==> src/rtl/irq_agg_pkg.sv <==
package irq_agg_pkg;
  localparam int CAUSE_OFS = 'h00;
  localparam int MASK_OFS  = 'h04;

  typedef enum logic [1:0] {
    SEL_NONE  = 2'd0,
    SEL_CAUSE = 2'd1,
    SEL_MASK  = 2'd2
  } reg_sel_e;
endpackage

==> src/rtl/irq_edge_det.sv <==
module irq_edge_det #(
  parameter int WIDTH = 7
) (
  input  logic             clk,
  input  logic             rst,
  input  logic [WIDTH-1:0] lvl_i,
  output logic [WIDTH-1:0] rise_o
);
  logic [WIDTH-1:0] prev_q;

  for (genvar g = 0; g < WIDTH; g++) begin : g_bit
    always_ff @(posedge clk) begin
      if (rst) prev_q[g] <= 1'b0;
      else     prev_q[g] <= lvl_i[g];
    end
    assign rise_o[g] = lvl_i[g] & ~prev_q[g];
  end
endmodule

==> src/rtl/irq_bus_dec.sv <==
module irq_bus_dec
  import irq_agg_pkg::*;
#(
  parameter int ADDR_W = 8
) (
  input  logic              valid_i,
  input  logic              write_i,
  input  logic [ADDR_W-1:0] addr_i,
  output reg_sel_e          sel_o,
  output logic              wr_o,
  output logic              rd_o
);
  localparam logic [ADDR_W-1:0] CAUSE_A = ADDR_W'(CAUSE_OFS);
  localparam logic [ADDR_W-1:0] MASK_A  = ADDR_W'(MASK_OFS);

  always_comb begin
    if (addr_i == CAUSE_A)     sel_o = SEL_CAUSE;
    else if (addr_i == MASK_A) sel_o = SEL_MASK;
    else                       sel_o = SEL_NONE;
  end

  assign wr_o = valid_i &  write_i;
  assign rd_o = valid_i & ~write_i;
endmodule

==> src/rtl/irq_cause_reg.sv <==
module irq_cause_reg #(
  parameter int WIDTH = 7
) (
  input  logic             clk,
  input  logic             rst,
  input  logic             wr_en_i,
  input  logic [WIDTH-1:0] wdata_i,
  input  logic [WIDTH-1:0] set_i,
  output logic [WIDTH-1:0] cause_o
);
  logic [WIDTH-1:0] base;

  // A hardware set is ORed on top of the software value: the event wins.
  always_comb base = wr_en_i ? wdata_i : cause_o;

  always_ff @(posedge clk) begin
    if (rst) cause_o <= '0;
    else     cause_o <= base | set_i;
  end
endmodule

==> src/rtl/irq_cause_agg.sv <==
module irq_cause_agg
  import irq_agg_pkg::*;
#(
  parameter int NUM_SRC = 7,
  parameter int DATA_W  = 32,
  parameter int ADDR_W  = 8
) (
  input  logic              clk,
  input  logic              rst,
  input  logic              bus_valid,
  input  logic              bus_write,
  input  logic [ADDR_W-1:0] bus_addr,
  input  logic [DATA_W-1:0] bus_wdata,
  output logic [DATA_W-1:0] bus_rdata,
  input  logic [NUM_SRC-1:0] evt_in,
  output logic              irq_o
);
  localparam int PAD_W = DATA_W - NUM_SRC;

  reg_sel_e          sel;
  logic              wr, rd;
  logic [NUM_SRC-1:0] rise;
  logic [NUM_SRC-1:0] cause_q;
  logic [NUM_SRC-1:0] mask_q;
  logic [NUM_SRC-1:0] rd_val;

  irq_bus_dec #(.ADDR_W(ADDR_W)) u_dec (
    .valid_i (bus_valid),
    .write_i (bus_write),
    .addr_i  (bus_addr),
    .sel_o   (sel),
    .wr_o    (wr),
    .rd_o    (rd)
  );

  irq_edge_det #(.WIDTH(NUM_SRC)) u_edge (
    .clk    (clk),
    .rst    (rst),
    .lvl_i  (evt_in),
    .rise_o (rise)
  );

  irq_cause_reg #(.WIDTH(NUM_SRC)) u_cause (
    .clk     (clk),
    .rst     (rst),
    .wr_en_i (wr && sel == SEL_CAUSE),
    .wdata_i (bus_wdata[NUM_SRC-1:0]),
    .set_i   (rise),
    .cause_o (cause_q)
  );

  always_ff @(posedge clk) begin
    if (rst)                         mask_q <= '0;
    else if (wr && sel == SEL_MASK)  mask_q <= bus_wdata[NUM_SRC-1:0];
  end

  always_comb begin
    unique case (sel)
      SEL_CAUSE: rd_val = cause_q;
      SEL_MASK:  rd_val = mask_q;
      default:   rd_val = '0;
    endcase
  end

  always_ff @(posedge clk) begin
    if (rst)     bus_rdata <= '0;
    else if (rd) bus_rdata <= {{PAD_W{1'b0}}, rd_val};
  end

  always_ff @(posedge clk) begin
    if (rst) irq_o <= 1'b0;
    else     irq_o <= |(cause_q & mask_q);
  end
endmodule

==> config.mk <==
export PLATFORM = sky130hd
export DESIGN_NAME = irq_cause_agg
export DESIGN_NICKNAME = d
export VERILOG_FILES = /design/src/rtl/irq_agg_pkg.sv /design/src/rtl/irq_edge_det.sv /design/src/rtl/irq_bus_dec.sv /design/src/rtl/irq_cause_reg.sv /design/src/rtl/irq_cause_agg.sv
export SDC_FILE = /design/constraint.sdc
export NUM_CORES = 1
export LEC_CHECK = 0
export ABC_CLOCK_PERIOD_IN_PS = 2200
export BUFFER_PORTS_ARGS = -buffer_cell sky130_fd_sc_hd__buf_2
export CORE_ASPECT_RATIO = 1.1
export CORE_MARGIN = 5
export CORE_UTILIZATION = 45
export DETAILED_ROUTE_END_ITERATION = 6
export PLACE_DENSITY = 0.84
export REMOVE_ABC_BUFFERS = 1
export SLEW_MARGIN = 20
export SYNTH_ARGS = -nofsm -noshare
export SYNTH_HDL_FRONTEND = slang
export SYNTH_SLANG_ARGS = --single-unit
==> constraint.sdc <==
create_clock -name clk -period 2.2 [get_ports clk]
set_clock_uncertainty 0.2 [all_clocks]
set_input_delay 0.22 -clock clk [delete_from_list [all_inputs] [get_ports clk]]
set_output_delay 0.22 -clock clk [all_outputs]
set_load 0.01 [all_outputs]
# Yosys cells after proc, flatten, opt, wreduce, memory -nomap -nowiden
# Cells that the tools add are included.
# word_totals
ff_bits	29
latchBits	0
mem_bits_rw	0
romBits	0
out_inout_bits	33
n_memories	0
# op_classes
add_sub_neg	0
n_mul	0
div_mod_pow	0
n_lt_le_gt_ge	0
eq_ne	3
n_shift	0
n_mux	4
bitwise	19
reduce_logical	4
# op_table
op	n
one-hot mux 7 bit (2 select lines)	1
AND 1 bit	9
equality test 8 x 3 -> 1 bit (second input constant)	1
logical NOT 8 bit	1
inverter 1 bit	8
AND 7 bit	1
two-way mux 7 bit	1
bitwise OR 7 bit	1
OR reduction 7 bit	1
two-way mux 2 bit	2
equality test 2 x 1 -> 1 bit (second input constant)	1
equality test 2 bit (second input constant)	1
logical AND 1 bit	2

# Depth between registers and ports, before layout
# Gate-level depths: netlist of the first run.
# logic_depth
depth_word	7
depth_mapped	5
ltp_nobuf	4

# Cells and area by module
# From an unflattened synthesis of the first run, not the netlist that was laid out.
# unflattened
hier_cells	163
hier_area_um2	1435.1
# by_module_without_submodules
mod	instances	cells_each	area_each_um2
irq_cause_agg	1	106	870.8
irq_cause_reg	1	29	282.8
irq_edge_det	1	21	227.7
irq_bus_dec	1	7	53.8

# Least setup slack after synthesis of the first run
# OpenSTA, ideal clock, no wires.
# synth_path
path_type	in2reg
startpoint	in bus_addr[5]
endpoint	reg mask_q[0]
setup_ps	128
t_arrival_ps	1061
path_slack_ps	811
path_stages	4
n_path_buf	0
path_cell_list	nor4_4 > nand4_2 > mux2i_1 > nor2_1
# synth_via
elab_chain_len	5
word_cells_on_any_way	6
cone_classes	eq/ne: 2; mux: 2; reduce/logical: 2
# synth_lines
item	line_no	rtl
start: declaration	irq_cause_agg.sv:12	input logic [ADDR_W-1:0] bus_addr,
equality test 8 x 3 -> 1 bit	irq_bus_dec.sv:18	else if (addr_i == MASK_A) sel_o = SEL_MASK;
two-way mux 2 bit	irq_bus_dec.sv:18	
two-way mux 2 bit (*)	irq_bus_dec.sv:17	if (addr_i == CAUSE_A) sel_o = SEL_CAUSE;
equality test 2 bit (*)	irq_cause_agg.sv:54	else if (wr && sel == SEL_MASK) mask_q <= bus_wdata[NUM_SRC-1:0];
logical AND 1 bit (*)	irq_cause_agg.sv:54	
end signal: assignment	irq_cause_agg.sv:54	
end: declaration	irq_cause_agg.sv:24	logic [NUM_SRC-1:0] mask_q;
# Every way passes the cells marked *; elsewhere a longest branch is shown, timed or not.
# A chain may end at the register's enable or synchronous reset.

# Worst setup path in the final report of the first run
# layout_path
startpoint	in bus_addr[5]
endpoint	reg mask_q[2]
# The elaborated chain is that of the path after synthesis.

==> results.md, run 1 <==
- Max cap viols: 0
- Row count: 20
- CP endpoint kind: flop
- Crit path required time: 2.20 ns
- Crit Path Category: in2reg
- Post-synthesis sequential area ratio: 0.436
- Port-buffer cells: 33
- Period minus WS final: 1.29 ns
- Internal Power: between 700 and 800 µW
- Global-route wire length before repair: 4020 µm
- Placed Instances: approximately 200
- Final worst slack: 0.907 ns
- Seq pwr share: 0.579
- GP Congestion: between 0.7 and 0.8
- Arr. time, crit path: about 1.3 ns
- Routed wire per std cell: 11.1 µm
- Element type at the critical path start: primary input
- F_max: between 0.7 and 0.8 GHz
- Top cell type's share of synthesized area: 0.436
- Synth cell types: 24
- PD cells: 591 nW/µm²
- Root Driver: clkbuf_4
- Hold Slack: ~0.11 ns
- Max-slew violations: 0
- Leakage: ~0.00081 µW
- Vias in the first global route: ~950
- WL final: between 2000 and 2500 µm
- Yosys reg bits: 29
- CTS Sinks: 29
- Combinational power share: 0.112
- Sw Ratio: 0.250
- Number of setup buffers added after CTS: 0
- Final worst-path cycle share: 0.588
- Antenna-violating nets left: 0
- Yosys warns: 0
- CP Max Fanout: 7
- # DRC: 0
- IO Count: 84
- Status: complete, no violations
- Final std cells w/o fill: 220
- Final Hold Fails: 0
- Post-synthesis cell count: approximately 140
- Share of layout cells above drive strength 1: 0.241
- HP Class: in2reg
- Final Core Density: 0.575
- Grt total ovfl: 0
- All-layer global routing usage: 0.132
- Synthesized area per cell: roughly 10 µm²
- Initial antenna violation count: 0
- Die Ht: 67.1 µm
- Clk_lat worst skew: 0.32 ns
- Vias: a little under 1000
- Most frequent cells in the layout: 33 x buf_2, 29 x dfxtp_1, 25 x conb_1
- Fin nets: roughly 240
- Largest net degree at the start of global routing: 25
- Synth top area cells: dfxtp_1 44%, buf_4 14%, mux2i_1 11%
- Most common flop cell mapped by yosys: dfxtp_1
- RSZ-0062 raised after global routing: no
- Ant diodes: 0
- Die area: around 4200 µm²
- CTS H-Tree Depth: 2
- DP Worst Slack: ~0.55 ns
- Maximum VDD drop: approximately 0.42 mV
- Die Wd: around 62 µm
- P_sw: approximately 240 µW
- Cell taking the most area after synthesis: dfxtp_1
- CTS tree: done
- Setup_tns: 0 ns
- Async SR Flop Fraction: 0
- Post_cts resized: 0
- Number of synthesized flops with an enable pin: 0
- DP Wirelength: around 1800 µm
- Commonest non-fill, non-tap cell in the layout: buf_2
- Starting Density: 0.475
- Cell Area, Synth: 1330 µm²
- Clock Path Buffers: 2
- Final setup fails: 0
- Via/cell ratio: between 4 and 5
- CTS clk-pin slew, worst paths: roughly 0.090 ns
- Area grow syn2layout: 20.9%
- Clk pwr share: 0.309
- Initial DRC count: 17
- Core Region: approximately 2800 µm²
- Cts bufs inserted: 5
- Drt pass-1 iters: 4
- Cts hold-fix bufs: 14
## power by group through the flow
stage	clock [µW]	sequential, µW	combinational (µW)
after floorplan	0	560	47.2
after global placement	0	562	84.6
after detailed placement	0	563	86.4
after CTS	306	551	105
after global routing	332	554	121
final	294	551	107
## area by class of cell
type	count	area, µm²
clock buffer	6	41.3
sequential	29	581
fill	251	1190
clock inverter	2	10.0
tap	33	41.3
inverter	1	3.75
timing repair buffer	48	313
multi-input combinational	101	622
## per-layer routing
layer,vias to the layer above,global-route usage,part of all wire
li1,514,-,-
met1,426,0.157,0.42
met2,46,0.199,0.45
met3,5,0.0484,0.12
met4,0,0.0743,0.018
met5,-,0,0
## metrics by stage
stage                     total power, µW  area (µm²)
after CTS                             962        1610
after floorplan                       607        1210
after global routing                 1010        1610
after detailed placement              650        1420
after global placement                647        1420
final                                 952        1610
## worst max-delay path, cell delays in order
cell and delay, ns:
buf_2 0.11, nor4_4 0.35, nand4_2 0.31, mux2i_1 0.24, nor2_1 0.05
## worst paths after layout
| check | startpoint | endpoint | slack (ns) | depth (start not counted) |
|---|---|---|---|---|
| max | bus_addr[5] | mask_q[2] | 0.91 | 5 |
| min | rst | mask_q[3] | 0.11 | 2 |
| min reg2reg | bus_rdata[5] | bus_rdata[5] | 0.25 | 2 |
| max reg2reg | u_cause.cause_o[5] | irq_o | 1.04 | 2 |
## sequential cells by signal, indices dropped and copies added (netlist names)
name	flops
bus_rdata	7
mask_q	7
irq_o	1
u_cause.cause_o	7
u_edge.prev_q	7
## kinds of logic (layout without fill, tap and decap cells)
family	count (synthesis)	count (layout)	share of synthesized area
AND/OR/NAND/NOR	36	36	0.172
buffers and inverters	31	57	0.165
flip-flops	29	29	0.436
AO/OA/AOI/OAI	26	26	0.119
multiplexers	14	14	0.105
other	1	25	0.00281
## synthesized netlist by cell type (2+ instances only)
master	number
dfxtp_1	29
buf_4	25
mux2i_1	14
a22oi_1	9
a21oi_1	8
nand2_1	8
nor2_1	8
nand2b_1	7
nor2b_1	7
o21ai_1	7
clkbuf_1	2
Note: power is estimated with default switching activity, not from simulation.
==> run 2, diff against run 1 <==
- ABC_CLOCK_PERIOD_IN_PS: 2200 -> 1050
- CORE_UTILIZATION: 45 -> 38
- PLACE_DENSITY: 0.84 -> 0.76
- clock period: 2.2 -> 1.05 ns (I/O delays scaled with it)
==> run 2 against run 1 <==
  * The run now ends with negative hold slack, negative setup slack left
  * Setup slack got worse by 1.0 ns
  * Core utilization fell by 1.9 points
  * Non-clock buffer count up 13
  * Cell count is 13% higher
  * Flip-flop and latch count unchanged
  * First-iteration DRC count grew 53%
  * Combinational power grew to 2.5 times the previous value
  * Critical path depth shrank 3
  * Highest routed layer unchanged
==> results.md, run 2 (synthesis gave the netlist of run 1 again) <==
- Status: finished, violations left
- Failing checks: negative hold slack, negative setup slack
- Ant diodes: 0 (unchanged)
- CP Max Fanout: 2 (-5)
- Largest net degree at the start of global routing: 12 (-52%)
- Sw Ratio: 0.242 (-0.00886)
- Vias: 1080 (+9.0%)
- GR Util met3: 0.0372 (-0.0113)
- GP Congestion: 0.808 (+8.8%)
- Core Region: 3360 µm² (+20%)
- Initial DRC count: 26 (+9)
- All-layer global routing usage: 0.124 (-0.00761)
- Share of layout cells above drive strength 1: 0.370 (+0.129)
- Seq pwr share: 0.527 (-0.052)
- Fill cells: 322 (+28%)
- Most frequent cells in the layout: 25 x conb_1, 22 x buf_2, 21 x dfxtp_1
- Critical R2R Launch: mask_q[5]
- CP endpoint kind: flop
- Crit. Startpoint: mask_q[5]
- Clk pwr share: 0.349 (+0.040)
- Cts bufs inserted: 5 (unchanged)
- Final setup fails: 24 (+24)
- Combinational power share: 0.124 (+0.012)
- WL final: 2830 µm (+16%)
- Row count: 22 (+10%)
- Grt total ovfl: 0 (unchanged)
- Final Hold Fails: 2 (+2)
- CTS tree: done
- Worst r2r path cells: 2 (unchanged)
- CTS clk-pin slew, worst paths: 0.09 ns (about the same)
- Maximum VDD drop: 0.867 mV (+100%)
- Reg2reg end: irq_o
- Die Wd: 66.5 µm (+7.4%)
- Final worst-path cycle share: 1.10
- Crit Path Category: reg2reg
- CTS H-Tree Depth: 2 (unchanged)
- F_max: ~0.87 GHz
- Crit path required time: 1.04 ns (-1.16 ns)
- Starting Density: 0.397 (-0.0787)
- FF-to-FF setup slack: -0.10 ns (-1.14 ns)
- Element type at the critical path start: flop
- Initial antenna violation count: 0 (unchanged)
- Root Driver: clkbuf_4
- PD cells: 1170 nW/µm² (+99%)
- Internal Power: 1660 µW (+130%)
- Number of setup buffers added after CTS: 0 (unchanged)
- HP Class: in2reg
- Final Core Density: 0.556 (-0.0191)
- Crit path to: irq_o
- Clk_lat worst skew: 0.32 ns (about the same)
- Global-route wire length before repair: 4570 µm (+14%)
- Final worst slack: -0.103 ns (-1.01 ns)
- Drt pass-1 iters: 4 (unchanged)
- FF/Latch Area: 591 µm² (+1.7%)
- Busiest grt layer: met2
- Die Ht: 72.1 µm (+7.5%)
- Met2 Use GR: 0.203 (+0.00391)
- Max-slew violations: 0 (unchanged)
- Period minus WS final: about 1.2 ns
- Antenna-violating nets left: 0 (unchanged)
- Port-buffer cells: 33 (unchanged)
- IO Count: 84 (unchanged)
- Leakage: 0.000897 µW (+10%)
- CTS Sinks: 29 (unchanged)
- Multi-input gate area: 656 µm² (+5.4%)
- Routed wire per std cell: 11.4 µm (+3.2%)
- Hold Slack: -0.00240 ns (-0.110 ns)
- Max cap viols: 0 (unchanged)
- Clock Path Buffers: 2 (unchanged)
- Fin nets: 250 (+5.5%)
- DP Worst Slack: -0.424 ns (-0.974 ns)
- Vias in the first global route: 1015 (+6.5%)
- DP Wirelength: 2140 µm (+16%)
- # DRC: 0 (unchanged)
- P_sw: 530 µW (+120%)
- Area grow syn2layout: 40.1%
- Via/cell ratio: 4.35 (-3.3%)
- Die area: 4790 µm² (+15%)
- RSZ-0062 raised after global routing: yes
- Commonest non-fill, non-tap cell in the layout: conb_1
- Routing usage on met1: 0.146 (-0.0104)
- Arr. time, crit path: 1.14 ns (-0.15 ns)
run 2: cell types whose count changed in the layout (fill, tap and decap cells not counted), moves of 2 or more:
cell and delta:
dfxtp_2 +8, buf_4 +11, a22oi_2 +6, clkbuf_8 +2
buf_2 -11, buf_6 +13, a22oi_1 -6, dfxtp_1 -8
run 2: how the worst min path moves through the flow:
stage	endpoint	from	cells after the start	slack, ns
finish	bus_rdata[2]	bus_addr[1]	4	-0.002
CTS	bus_rdata[5]	bus_addr[0]	4	-0.008
global placement	u_edge.prev_q[3]	evt_in[3]	2	0.13
floorplan	u_cause.cause_o[0]	rst	1	-0.03
detailed placement	u_edge.prev_q[2]	evt_in[2]	2	0.14
global route	u_edge.prev_q[4]	rst	3	0.01
run 2: layer usage:
layer / routed length (µm) / share of wire
met5: 0 / 0
met4: 64 / 0.023
met3: 210 / 0.074
met2: 1380 / 0.49
met1: 1180 / 0.42
run 2: metrics by stage:
step / hold WS [ns] / TNS [ns] / total power [µW] / area (µm²) / cells
after floorplan: -0.0259 / -4.80 / 1270 / 1210 / 131
after global placement: 0.132 / -7.52 / 1390 / 1540 / 226
after detailed placement: 0.139 / -7.95 / 1390 / 1540 / 226
after CTS: -0.00835 / -0.365 / 2200 / 1830 / 248
after global routing: 0.0133 / -2.22 / 2310 / 1870 / 248
final: -0.00240 / -0.712 / 2190 / 1870 / 248
run 2: power groups by stage:
stage                     logic [µW]  clock network (µW)  registers (µW)
final                            272                 765            1160
after CTS                        266                 782            1150
after floorplan                 98.9                   0            1170
after global placement           211                   0            1180
after global routing             303                 849            1160
after detailed placement         215                   0            1180
run 2: what timing repair did:
item                                    in CTS  in global routing
endpoints found under the setup margin      24                 30
pin swaps                                    8                 16
hold endpoints to repair                    27                  0
resized for setup                           21                  9
hold buffers                                14                  0
run 2: area by class of cell:
| cell class | instances | area share |
|---|---|---|
| Inverter | 1 | 0.00201 |
| Tap cell | 48 | 0.0322 |
| Timing Repair Buffer | 61 | 0.261 |
| Clock buffer | 7 | 0.0349 |
| Multi-Input combinational cell | 101 | 0.351 |
| Clock inverter | 1 | 0.00268 |
| Sequential cell | 29 | 0.316 |
run 2: critical path, cell delays in order (launching register included):
cell and delay (ns):
dfxtp_2 0.33, a222oi_1 0.35, a31oi_1 0.14
